===== src/rtl/rst_cause_pkg.sv =====
package rst_cause_pkg;

    localparam int REG_W    = 32;
    localparam int STAT_W   = 5;
    localparam int STAT_LSB = REG_W - STAT_W;

    // index of each flag inside the 5-bit status field (field bit 4 = word bit 31)
    localparam int F_PWR    = 4;
    localparam int F_SW_PWR = 3;
    localparam int F_SW_WRM = 2;
    localparam int F_BT_PWR = 1;
    localparam int F_BT_WRM = 0;

    localparam logic [STAT_W-1:0] CLR_MASK = 5'b10011;
    localparam logic [STAT_W-1:0] SET_MASK = 5'b01100;
    localparam logic [STAT_W-1:0] PWR_LOAD = 5'b10000;

    typedef struct packed {
        logic              hit;
        logic [STAT_W-1:0] bits;
    } wr_req_t;

endpackage


===== src/rtl/rst_cause_bus.sv =====
module rst_cause_bus
    import rst_cause_pkg::*;
#(
    parameter int ADDR_W = 3
) (
    input  logic                 bus_sel,
    input  logic                 bus_we,
    input  logic [ADDR_W-1:0]    bus_addr,
    input  logic [REG_W-1:0]     bus_wdata,
    input  logic [STAT_W-1:0]    stat,
    output wr_req_t              wr,
    output logic [REG_W-1:0]     bus_rdata
);

    localparam int WORD_BIT = 2;

    logic upper_hit;

    always_comb begin
        upper_hit = bus_sel && bus_addr[WORD_BIT];
        wr.hit    = upper_hit && bus_we;
        wr.bits   = bus_wdata[REG_W-1:STAT_LSB];
        bus_rdata = '0;
        if (upper_hit) begin
            bus_rdata[REG_W-1:STAT_LSB] = stat;
        end
    end

endmodule


===== src/rtl/rst_cause_ctr.sv =====
module rst_cause_ctr #(
    parameter int CNT_W = 4
) (
    input  logic             clk,
    input  logic             rst_n,
    input  logic             clr,
    input  logic             inc,
    output logic [CNT_W-1:0] cnt
);

    localparam logic [CNT_W-1:0] CNT_MAX = {CNT_W{1'b1}};

    logic [CNT_W-1:0] cnt_d, cnt_q;

    always_comb begin
        cnt_d = cnt_q;
        if (clr) begin
            cnt_d = '0;
        end else if (inc && cnt_q != CNT_MAX) begin
            cnt_d = cnt_q + 1'b1;
        end
    end

    always_ff @(posedge clk or negedge rst_n) begin
        if (!rst_n) cnt_q <= '0;
        else        cnt_q <= cnt_d;
    end

    assign cnt = cnt_q;

endmodule


===== src/rtl/rst_cause_stat.sv =====
module rst_cause_stat
    import rst_cause_pkg::*;
(
    input  logic              clk,
    input  logic              rst_n,
    input  logic              sys_rst,
    input  wr_req_t           wr,
    input  logic              cnt_zero,
    output logic [STAT_W-1:0] stat,
    output logic              req,
    output logic              ctr_clr,
    output logic              ctr_inc
);

    typedef struct packed {
        logic [STAT_W-1:0] stat;
        logic              req;
        logic              rst_prev;
    } state_t;

    state_t st_d, st_q;
    logic   rst_evt;
    logic   wr_live;

    always_comb begin
        st_d          = st_q;
        st_d.req      = 1'b0;
        st_d.rst_prev = sys_rst;
        rst_evt       = sys_rst && !st_q.rst_prev;
        wr_live       = wr.hit && !sys_rst;
        ctr_inc       = rst_evt;
        ctr_clr       = wr_live && wr.bits[F_SW_PWR];
        if (rst_evt) begin
            if (cnt_zero) st_d.stat = PWR_LOAD;
        end else if (wr_live) begin
            st_d.stat = (st_q.stat & ~(wr.bits & CLR_MASK)) | (wr.bits & SET_MASK);
            st_d.req  = wr.bits[F_SW_PWR] || wr.bits[F_SW_WRM];
        end
    end

    always_ff @(posedge clk or negedge rst_n) begin
        if (!rst_n) st_q <= '0;
        else        st_q <= st_d;
    end

    assign stat = st_q.stat;
    assign req  = st_q.req;

endmodule


===== src/rtl/rst_cause_reg.sv =====
module rst_cause_reg
    import rst_cause_pkg::*;
#(
    parameter int ADDR_W = 3,
    parameter int CNT_W  = 4
) (
    input  logic              clk,
    input  logic              pwr_rst_n,
    input  logic              sys_rst,
    input  logic              bus_sel,
    input  logic              bus_we,
    input  logic [ADDR_W-1:0] bus_addr,
    input  logic [31:0]       bus_wdata,
    output logic [31:0]       bus_rdata,
    output logic              sys_rst_req,
    output logic [CNT_W-1:0]  reset_count
);

    wr_req_t           wr;
    logic [STAT_W-1:0] stat_q;
    logic              ctr_clr;
    logic              ctr_inc;

    rst_cause_bus #(.ADDR_W(ADDR_W)) u_bus (
        .bus_sel   (bus_sel),
        .bus_we    (bus_we),
        .bus_addr  (bus_addr),
        .bus_wdata (bus_wdata),
        .stat      (stat_q),
        .wr        (wr),
        .bus_rdata (bus_rdata)
    );

    rst_cause_stat u_stat (
        .clk      (clk),
        .rst_n    (pwr_rst_n),
        .sys_rst  (sys_rst),
        .wr       (wr),
        .cnt_zero (reset_count == '0),
        .stat     (stat_q),
        .req      (sys_rst_req),
        .ctr_clr  (ctr_clr),
        .ctr_inc  (ctr_inc)
    );

    rst_cause_ctr #(.CNT_W(CNT_W)) u_ctr (
        .clk   (clk),
        .rst_n (pwr_rst_n),
        .clr   (ctr_clr),
        .inc   (ctr_inc),
        .cnt   (reset_count)
    );

endmodule


===== config.mk =====
export PLATFORM = sky130hd
export DESIGN_NAME = rst_cause_reg
export DESIGN_NICKNAME = d
export VERILOG_FILES = /design/src/rtl/rst_cause_pkg.sv /design/src/rtl/rst_cause_bus.sv /design/src/rtl/rst_cause_ctr.sv /design/src/rtl/rst_cause_stat.sv /design/src/rtl/rst_cause_reg.sv
export SDC_FILE = /design/constraint.sdc
export NUM_CORES = 1
export LEC_CHECK = 0
export BUFFER_PORTS_ARGS = -buffer_cell sky130_fd_sc_hd__buf_2
export CAP_MARGIN = 20
export CORE_MARGIN = 8
export CORE_UTILIZATION = 38
export CTS_CLUSTER_SIZE = 40
export DETAILED_ROUTE_END_ITERATION = 10
export GPL_TIMING_DRIVEN = 1
export MAX_ROUTING_LAYER = met4
export PLACE_DENSITY = 0.95
export SETUP_SLACK_MARGIN = 0.3
export SLEW_MARGIN = 0
export SYNTH_ARGS = -nofsm -noshare
export SYNTH_HDL_FRONTEND = slang
export SYNTH_SLANG_ARGS = --single-unit

===== constraint.sdc =====
create_clock -name clk -period 3.8 [get_ports clk]
set_input_delay 0.57 -clock clk [delete_from_list [all_inputs] [get_ports clk]]
set_output_delay 0.57 -clock clk [all_outputs]
set_load 0.05 [all_outputs]

==> impl_metrics.csv, run 1 <==
group,metric,value,unit
power,vdd_ir_drop_max,0.243,mV
route,wl,1530,microns
route,dr.pass1.iters,4,
route,avgRoutedWirePerCell,11.7,microns
clock_network,cts-root-buf,"clkbuf_4",
timing,fin_ws,2.11,ns
timing,finalHoldViolCount,0,
cells_and_area,drive_gt1_frac,0.317,
die,rows,16,
clock_network,clkTransAtPathRegs,0.07,ns
synthesis,avgSynthCellArea,9.38,sq um
clock_network,cts_tree,"done",
worst_hold_path,hold_path_class,"in2async",
timing,tns,0,ns
critical_path,crit_path_end,"bus_rdata[28]",
critical_path,r2r-end,"u_ctr.cnt[3]",
route,via_count,539,
synthesis,synth_area,769,sq um
clock_network,clk_latency,0.27,ns
cells_and_area,seqCellArea,275,sq um
cells_and_area,multiInputGateArea,367,sq um
synthesis,synth-compound-area-share,0.0797,
synthesis,synthAdderAreaFrac,0.0325,
synthesis,synth.distinct_cells,23,
cells_and_area,synthToLayoutAreaGrowth,5.69,%
clock_network,clock_sinks,11,
critical_path,endpoint_kind,"primary output",
critical_path,arrival,1.12,ns
critical_path,start_kind,"input pin",
critical_path,crit_family,"buffers and inverters",
synthesis,ys_seq_elements,11,
synthesis,netlist_instances,82,
die,die_h,61,microns
critical_path,cp-startpoint,"bus_sel",
power,p_comb_frac,0.488,
critical_path,cpMaxStageDelayCell,"buf_2",
synthesis,synth_top_family_by_area,"buffers and inverters",
critical_path,slowest_delay,0.25,ns
synthesis,synth_xor_area_frac,0,
cells_and_area,fin_nets,147,
synthesis,ys_warn_count,0,
synthesis,synthSimpleGateAreaFrac,0.218,
grt,grt_pass1_wl,2190,microns
critical_path,crit_type,"in2out",
timing,fmax,591,MHz
die,start_util,0.396,
placed_design,gp_congestion,0.731,
critical_path,critical_path.most_common_cell,"buf_2",
die,die_area,3720,sq um
critical_path,reg2reg_depth,4,
clock_network,cts_made_buffers,3,
grt,overflow,0,
clock_network,cts_resized,0,
critical_path,cp.required,3.23,ns
power,leakagePower,0.000478,uW
timing,setup_viol,0,
die,die_w,61,microns
power,p_per_area,627,nW/um^2
power,sw_frac_of_total,0.514,
die,core,1940,sq um
clock_network,postCtsHoldBufs,0,
grt,grt_max_degree,12,
cells_and_area,fillers,214,
placed_design,place_ws,2.11,ns
power,switchingPower,262,uW
timing,post-route-period-util,0.445,
grt,grt_pass1_vias,507,
route,drc,0,
critical_path,r2r_setup_slack,2.26,ns
run_status,outcome,"finished clean",
route,first_iter_violations,4,
power,power_frac_seq,0.356,
critical_path,worstReg2RegStart,"u_ctr.cnt[0]",
clock_network,postCtsSetupRepairBufs,0,
critical_path,crit_fanout,6,
grt,antenna_found_initial,0,
synthesis,yosys-mux-area-fraction,0.0146,
critical_path,worstPathCellList,"buf_2 > and3_2 > buf_2",
critical_path,critPathBufInv,2,
timing,fin_skew,0.00694,ns
placed_design,dp_hpwl,1340,microns
run,max_cap_violations,0,
power,p_clk_frac,0.156,
placed_design,portBuffers,20,
clock_network,htreeDepth,1,
die,pin_count,77,
timing,rsz0062_at_grt,"false",
clock_network,clk_path_buf_depth,2,
power,p_int,248,uW
synthesis,yosysSeqAreaShare,0.358,
critical_path,critical_path_cell_count,3,
timing,period_needed,1.69,ns
grt,grtUsageTotal,0.0839,
timing,slew_viol_final,0,
cells_and_area,antennaDiodeCount,0,
route,drtAntennaViolNets,0,
cells_and_area,final_util,0.419,
route,vias_per_cell,4.11,
state kept, by name, indices dropped and copies added, names as in the netlist:
register	count
u_ctr.cnt	4
u_stat.req	1
u_stat.st_q	1
u_stat.stat	5
worst min path at each step:
stage	start	to	slack (ns)
final	pwr_rst_n	u_ctr.cnt[3]	0.15
after global routing	pwr_rst_n	u_stat.stat[1]	0.15
after CTS	pwr_rst_n	u_ctr.cnt[2]	0.15
after detailed placement	pwr_rst_n	u_stat.req	0.45
after global placement	pwr_rst_n	u_stat.stat[0]	0.44
after floorplan	pwr_rst_n	u_ctr.cnt[0]	0.27
placed cells by master (no fill, tap or decap):
cell	n
and4_1	1
a21oi_1	4
inv_1	3
clkbuf_1	1
and4b_1	1
o21a_1	1
dfrtp_1	11
nand2b_1	1
and2_4	1
ha_1	2
and2b_1	1
and3_2	5
mux2_2	1
o21ai_0	2
nor2_1	2
a21o_1	2
nand3_1	5
a21oi_2	1
nand2_1	3
nor3_2	2
buf_2	20
clkbuf_4	3
and3_1	4
conb_1	27
layer usage:
| layer | vias to the layer above | part of all wire | wire (microns) | track usage |
|---|---|---|---|---|
| li1 | 268 | - | - | - |
| met1 | 243 | 0.35 | 530 | 0.0809 |
| met2 | 26 | 0.52 | 789 | 0.139 |
| met3 | 2 | 0.12 | 188 | 0.0339 |
| met4 | 0 | 0.012 | 19 | 0.0498 |
| met5 | - | 0 | 0 | - |
area by class of cell:
type / count / share of cell area
well taps: 27 / 0.0415
clock buffers: 4 / 0.0323
multi-input cells: 66 / 0.451
repair buffers: 20 / 0.123
inverters: 3 / 0.0138
flip-flops and latches: 11 / 0.338
stage by stage:
stage	cell area (sq um)	std cells	total power, uW	hold slack (ns)
2_1_floorplan	867	108	400	0.274
3_3_place_gp	787	127	423	0.442
3_5_place_dp	787	127	433	0.448
4_1_cts	813	131	513	0.150
5_1_grt	813	131	540	0.152
6_report	813	131	510	0.149
power groups by stage:
| stage | registers, uW | clock network, uW | logic (uW) |
|---|---|---|---|
| 2_1_floorplan | 238 | 0 | 162 |
| 3_3_place_gp | 180 | 0 | 243 |
| 3_5_place_dp | 183 | 0 | 250 |
| 4_1_cts | 181 | 82.4 | 250 |
| 5_1_grt | 187 | 90.1 | 263 |
| 6_report | 182 | 79.5 | 249 |
cell usage after synthesis, drive strengths merged:
master / number / area (sq um)
buf: 28 / 214
dfrtp: 11 / 275
and3: 9 / 62.6
a21oi: 5 / 28.8
nand3: 5 / 25.0
inv: 3 / 11.3
nand2: 3 / 11.3
a21o: 2 / 15.0
ha: 2 / 25.0
nor2: 2 / 7.51
nor3: 2 / 20.0
o21ai: 2 / 10.0
and2: 1 / 8.76
and2b: 1 / 7.51
and4: 1 / 8.76
and4b: 1 / 10.0
conb: 1 / 3.75
mux2: 1 / 11.3
nand2b: 1 / 6.26
o21a: 1 / 7.51
logic make-up (layout without fill, tap and decap cells):
family                   Yosys count  count (layout)
multiplexers                       1               1
adder cells (fa/ha/maj)            2               2
other                              1              27
AO/OA/AOI/OAI                     10              10
AND/OR/NAND/NOR                   26              26
flip-flops                        11              11
buffers and inverters             31              27
Note: power is estimated with default switching activity, not from simulation.
==> inputs of run 2 (changes only) <==
--- a/config.mk
+++ b/config.mk
@@ -5,15 +5,16 @@
 export SDC_FILE = /design/constraint.sdc
 export NUM_CORES = 1
 export LEC_CHECK = 0
+export ABC_AREA = 1
 export BUFFER_PORTS_ARGS = -buffer_cell sky130_fd_sc_hd__buf_2
 export CAP_MARGIN = 20
 export CORE_MARGIN = 8
-export CORE_UTILIZATION = 38
+export CORE_UTILIZATION = 32
 export CTS_CLUSTER_SIZE = 40
 export DETAILED_ROUTE_END_ITERATION = 10
 export GPL_TIMING_DRIVEN = 1
 export MAX_ROUTING_LAYER = met4
-export PLACE_DENSITY = 0.95
+export PLACE_DENSITY = 0.86
 export SETUP_SLACK_MARGIN = 0.3
 export SLEW_MARGIN = 0
 export SYNTH_ARGS = -nofsm -noshare
==> constraint.sdc (replaced) <==
create_clock -name clk -period 1.4 [get_ports clk]
set_input_delay 0.21 -clock clk [delete_from_list [all_inputs] [get_ports clk]]
set_output_delay 0.21 -clock clk [all_outputs]
set_load 0.05 [all_outputs]
==> impl_metrics.csv, run 2 <==
group,metric,value,unit
run_status,outcome,"finished clean",
cells_and_area,layout_common_cells,"conb_1 (27), nand2_1 (16), buf_2 (10)",
clock_network,clk_latency,0.27,ns
power,power_frac_seq,0.290,
critical_path,start_kind,"flip-flop",
die,pin_count,77,
grt,grtUsageMet1,0.0961,
timing,period_needed,1.13,ns
route,vias_per_cell,3.91,
cells_and_area,antennaDiodeCount,0,
clock_network,clock_sinks,11,
route,drtAntennaViolNets,0,
timing,slew_viol_final,0,
critical_path,r2r-end,"u_ctr.cnt[3]",
synthesis,async_reset_ff_frac,1.00,
clock_network,clkTransAtPathRegs,0.07,ns
run,max_cap_violations,0,
cells_and_area,drive_gt1_frac,0.489,
clock_network,cts_tree,"done",
synthesis,synth_top_area_frac,0.346,
die,rows,18,
die,die_h,65.8,microns
critical_path,reg2reg_depth,6,
synthesis,yosysSeqAreaShare,0.346,
power,p_clk_frac,0.120,
critical_path,cpMaxStageDelayCell,"dfrtp_2",
synthesis,synth.distinct_cells,18,
route,via_count,629,
worst_hold_path,hold_depth,1,
synthesis,netlist_top_cells_count,"buf_4 (27), nand2_1 (19), nor2_1 (12)",
placed_design,portBuffers,20,
worst_hold_path,min_to,"u_stat.st_q[0]",
power,vdd_ir_drop_max,0.862,mV
synthesis,synth_area,795,sq um
critical_path,worstReg2RegStart,"u_ctr.cnt[0]",
power,p_int,914,uW
critical_path,arrival,0.92,ns
timing,setup_viol,0,
grt,antenna_found_initial,0,
synthesis,synth_top_area_cell,"dfrtp_1",
grt,grt.busiest_layer,"met2",
power,sw_frac_of_total,0.502,
critical_path,worstPathCellList,"buf_6",
route,dr.pass1.iters,3,
power,switchingPower,921,uW
cells_and_area,fin_nets,174,
timing,hold-worst-slack,0.0670,ns
synthesis,synth-edff-count,0,
critical_path,slowest_delay,0.47,ns
critical_path,crit_family,"flip-flops",
clock_network,clk_path_buf_depth,2,
route,first_iter_violations,15,
cells_and_area,layout_commonest_cell,"conb_1",
clock_network,htreeDepth,1,
critical_path,crit_type,"reg2out",
clock_network,cts_made_buffers,3,
die,core,2410,sq um
route,wl,1810,microns
synthesis,ys_seq_elements,11,
grt,overflow,0,
timing,post-route-period-util,0.809,
die,die_w,65.8,microns
timing,tns,0,ns
cells_and_area,fin_cells,161,
worst_hold_path,hold_path_class,"in2reg",
cells_and_area,synthToLayoutAreaGrowth,35.4,%
grt,grt_pass1_wl,2970,microns
timing,finalHoldViolCount,0,
timing,fmax,883,MHz
die,start_util,0.330,
critical_path,cp.required,1.19,ns
worst_hold_path,hp-start,"sys_rst",
power,p_per_area,1710,nW/um^2
grt,grt_max_degree,12,
clock_network,cts-root-buf,"clkbuf_4",
critical_path,r2r_setup_slack,0.29,ns
synthesis,ys_warn_count,0,
placed_design,dp_cells,149,
route,avgRoutedWirePerCell,11.2,microns
route,drc,0,
power,p_comb_frac,0.590,
grt,grtUsageMet2,0.135,
power,leakagePower,0.000569,uW
critical_path,endpoint_kind,"primary output",
synthesis,ys.flop_type,"dfrtp_1",
die,die_area,4330,sq um
grt,grt_pass1_vias,677,
placed_design,gp_congestion,0.743,
synthesis,yosysMostFrequentCell,"buf_4",
cells_and_area,largest_reg_flops,5,
grt,grtUsageTotal,0.0904,
synthesis,netlist_instances,100,
timing,fin_skew,0.00525,ns
synthesis,synth.area.top_cells,"dfrtp_1 (35%), buf_4 (26%), nand2_1 (9.0%)",
timing,rsz0062_at_grt,"true",
synthesis,avgSynthCellArea,7.95,sq um
grt,grtUsageMet3,0.0441,
critical_path,critPathBufInv,1,
placed_design,dp_hpwl,1390,microns
critical_path,crit_fanout,6,
==> run 2: cell types whose count changed in the layout (fill, tap and decap cells not counted), sizes merged, moves of 2 or more <==
| cell | previous run | this run |
|---|---|---|
| nand2 | 3 | 24 |
| nor2 | 2 | 16 |
| and3 | 9 | 0 |
| inv | 3 | 11 |
| buf | 20 | 27 |
| a21oi | 5 | 1 |
| a21o | 2 | 0 |
| nor3 | 2 | 0 |
==> run 2: layout make-up <==
type | instances | area, sq um
Sequential cell | 11 | 280
Inverter | 11 | 43.8
Tap cell | 30 | 37.5
Clock buffer | 4 | 26.3
Timing Repair Buffer | 28 | 225
Fill cell | 235 | 1330
Multi-Input combinational cell | 77 | 463
==> run 2: worst max-delay path by stage <==
stage	startpoint	endpoint	slack, ns	cells after the start
finish	u_ctr.cnt[0]	reset_count[0]	0.27	1
global route	u_stat.stat[1]	bus_rdata[28]	0.20	3
CTS	u_stat.stat[3]	bus_rdata[30]	0.25	3
detailed placement	u_ctr.cnt[0]	u_ctr.cnt[3]	0.34	6
global placement	u_ctr.cnt[0]	u_ctr.cnt[3]	0.35	6
floorplan	u_ctr.cnt[0]	u_ctr.cnt[3]	0.18	6
==> run 2: layer usage <==
metal	part of all wire	vias up
met1	0.42	292
met5	0	-
met3	0.10	0
li1	-	309
met2	0.48	28
met4	0	0
==> run 2: cells by family after synthesis <==
kind of cell | count (synthesis) | synth area share
adders and majority gates | 2 | 0.0315
AOI/OAI and AO/OA | 3 | 0.0236
and+or+nand+nor | 45 | 0.287
other | 1 | 0.00472
DFF | 11 | 0.346
buffers and inverters | 38 | 0.307
==> run 2: power groups by stage <==
stage	clock, uW	sequential, uW	combinational (uW)
2_1_floorplan	0	696	556
3_3_place_gp	0	529	804
3_5_place_dp	0	535	818
4_1_cts	233	532	1000
5_1_grt	254	548	1150
6_report	220	532	1080
==> run 2: timing repair <==
action	in CTS	in global routing
hold endpoints to repair	11	0
gates resized for setup	21	12
setup endpoints to repair	9	14
pin swaps	5	5
buffers inserted	5	2
hold buffers	1	0
==> run 2: metrics by stage <==
step / cell area, sq um / setup WS (ns) / total power [uW] / utilization
after floorplan: 951 / 0.178 / 1250 / -
after global placement: 886 / 0.345 / 1330 / 0.368
after detailed placement: 886 / 0.335 / 1350 / 0.368
after CTS: 1020 / 0.253 / 1770 / 0.422
after global routing: 1080 / 0.199 / 1950 / 0.447
final: 1080 / 0.267 / 1830 / 0.447
==> inputs of run 3 (changes only) <==
--- a/config.mk
+++ b/config.mk
@@ -9,12 +9,12 @@
 export BUFFER_PORTS_ARGS = -buffer_cell sky130_fd_sc_hd__buf_2
 export CAP_MARGIN = 20
 export CORE_MARGIN = 8
-export CORE_UTILIZATION = 32
+export CORE_UTILIZATION = 36
 export CTS_CLUSTER_SIZE = 40
 export DETAILED_ROUTE_END_ITERATION = 10
 export GPL_TIMING_DRIVEN = 1
 export MAX_ROUTING_LAYER = met4
-export PLACE_DENSITY = 0.86
+export PLACE_DENSITY = 0.91
 export SETUP_SLACK_MARGIN = 0.3
 export SLEW_MARGIN = 0
 export SYNTH_ARGS = -nofsm -noshare
==> constraint.sdc (replaced) <==
create_clock -name clk -period 1.07 [get_ports clk]
set_input_delay 0.1605 -clock clk [delete_from_list [all_inputs] [get_ports clk]]
set_output_delay 0.1605 -clock clk [all_outputs]
set_load 0.05 [all_outputs]
==> impl_metrics.csv, run 3 (same netlist as run 2, synthesis figures left out) <==
group,metric,value,unit
run_status,outcome,"complete, but fails checks",
run_status,violations,"negative setup slack",
power,total_power,2640,uW
timing,finalHoldViolCount,0,
placed_design,gp_congestion,0.775,
power,leakagePower,0.000603,uW
grt,antenna_found_initial,0,
cells_and_area,layout_commonest_cell,"conb_1",
power,vdd_ir_drop_max,0.939,mV
clock_network,cts_made_buffers,3,
die,rows,17,
power,p_per_area,2280,nW/um^2
route,drtAntennaViolNets,0,
run,max_cap_violations,0,
timing,hold-worst-slack,0.125,ns
die,die_w,63.0,microns
grt,grt_pass1_vias,726,
die,die_h,63.0,microns
route,wl,1940,microns
worst_hold_path,min_to,"u_stat.req",
clock_network,clock_sinks,11,
clock_network,clk_path_buf_depth,2,
cells_and_area,multiInputGateArea,489,sq um
timing,fmax,906,MHz
critical_path,endpoint_kind,"primary output",
timing,rsz0062_at_grt,"true",
clock_network,cts-root-buf,"clkbuf_4",
critical_path,reg2reg_depth,5,
grt,overflow,0,
cells_and_area,layout_common_cells,"conb_1 (27), nand2_1 (15), buf_4 (12)",
worst_hold_path,hold_path_class,"in2reg",
cells_and_area,largest_reg_flops,5,
timing,setup_viol,6,
timing,period_needed,1.10,ns
cells_and_area,antennaDiodeCount,0,
route,avgRoutedWirePerCell,11.8,microns
cells_and_area,synthToLayoutAreaGrowth,46.0,%
critical_path,arrival,0.94,ns
grt,grtUsageTotal,0.111,
die,pin_count,77,
die,start_util,0.370,
cells_and_area,seqCellArea,280,sq um
route,drc,0,
die,core,2150,sq um
timing,slew_viol_final,0,
critical_path,r2r_setup_slack,-0.01,ns
clock_network,htreeDepth,1,
clock_network,cts_tree,"done",
critical_path,start_kind,"flip-flop",
worst_hold_path,hp-start,"bus_wdata[29]",
critical_path,cp.required,0.91,ns
clock_network,clkTransAtPathRegs,0.07,ns
route,via_count,664,
cells_and_area,fillers,199,
route,vias_per_cell,4.02,
timing,fin_skew,0.00238,ns
timing,fin_ws,-0.0342,ns
cells_and_area,fin_nets,180,
timing,post-route-period-util,1.03,
placed_design,portBuffers,20,
placed_design,dp_hpwl,1390,microns
cells_and_area,drive_gt1_frac,0.540,
die,die_area,3970,sq um
critical_path,worstReg2RegStart,"u_ctr.cnt[0]",
critical_path,crit_fanout,2,
critical_path,crit_type,"reg2out",
clock_network,clk_latency,0.28,ns
route,dr.pass1.iters,4,
critical_path,r2r-end,"u_stat.stat[4]",
route,first_iter_violations,40,
grt,grt_pass1_wl,3370,microns
grt,grt_max_degree,12,
worst_hold_path,hold_depth,3,
-- run 3: cell types whose count changed in the layout (fill, tap and decap cells not counted), sizes merged --
cell / previous run / this run
buf: 27 / 32
dlygate4sd3: 1 / 2
-- run 3: worst max-delay path: stages (launching register included) --
cell     delay, ns
dfrtp_1       0.36
inv_2         0.05
nor2_4        0.11
buf_8         0.15
-- run 3: worst max path at each step --
stage	slack, ns	depth (start not counted)	to	from
finish	-0.03	3	bus_rdata[31]	u_stat.stat[4]
floorplan	-0.11	6	u_ctr.cnt[0]	u_ctr.cnt[0]
detailed placement	-0.04	5	u_stat.stat[0]	u_ctr.cnt[1]
global route	-0.09	3	bus_rdata[28]	u_stat.stat[1]
CTS	-0.03	3	bus_rdata[27]	u_stat.stat[0]
global placement	-0.02	5	u_stat.stat[3]	u_ctr.cnt[1]
-- run 3: report_power, final --
| part | switching [uW] | leakage [uW] | internal, uW |
|---|---|---|---|
| Clock | 144 | 0.0000150 | 145 |
| Sequential | 134 | 0.000133 | 556 |
| Combinational | 1010 | 0.000455 | 658 |
-- run 3: routing by layer --
metal,vias up,wire length [microns],global-route usage
met1,301,624,0.0899
met4,0,62,0.0769
met5,-,0,-
met3,6,194,0.0609
li1,320,-,-
met2,37,1060,0.188
-- run 3: layout make-up --
cell class | count | share of cell area
flip-flops and latches | 11 | 0.242
inverters | 11 | 0.0356
multi-input cells | 77 | 0.422
repair buffers | 34 | 0.248
well taps | 28 | 0.0302
clock buffers | 4 | 0.0227
-- run 3: repair_timing --
action	in CTS	in global routing
buffers inserted	5	3
pin swaps	8	6
setup endpoints to repair	19	19
cloned	0	0
gates resized for setup	37	5
hold buffers	1	1
endpoints found under the hold margin	11	1
-- run 3: through the flow --
step	instances	instance area [sq um]	worst slack, ns	TNS (ns)	util
3_3_place_gp	151	915	-0.0152	-0.0334	0.426
5_1_grt	165	1160	-0.0903	-0.685	0.540
2_1_floorplan	126	952	-0.108	-0.716	-
3_5_place_dp	151	915	-0.0412	-0.0996	0.426
4_1_cts	161	1110	-0.0262	-0.0694	0.518
6_report	165	1160	-0.0342	-0.100	0.540
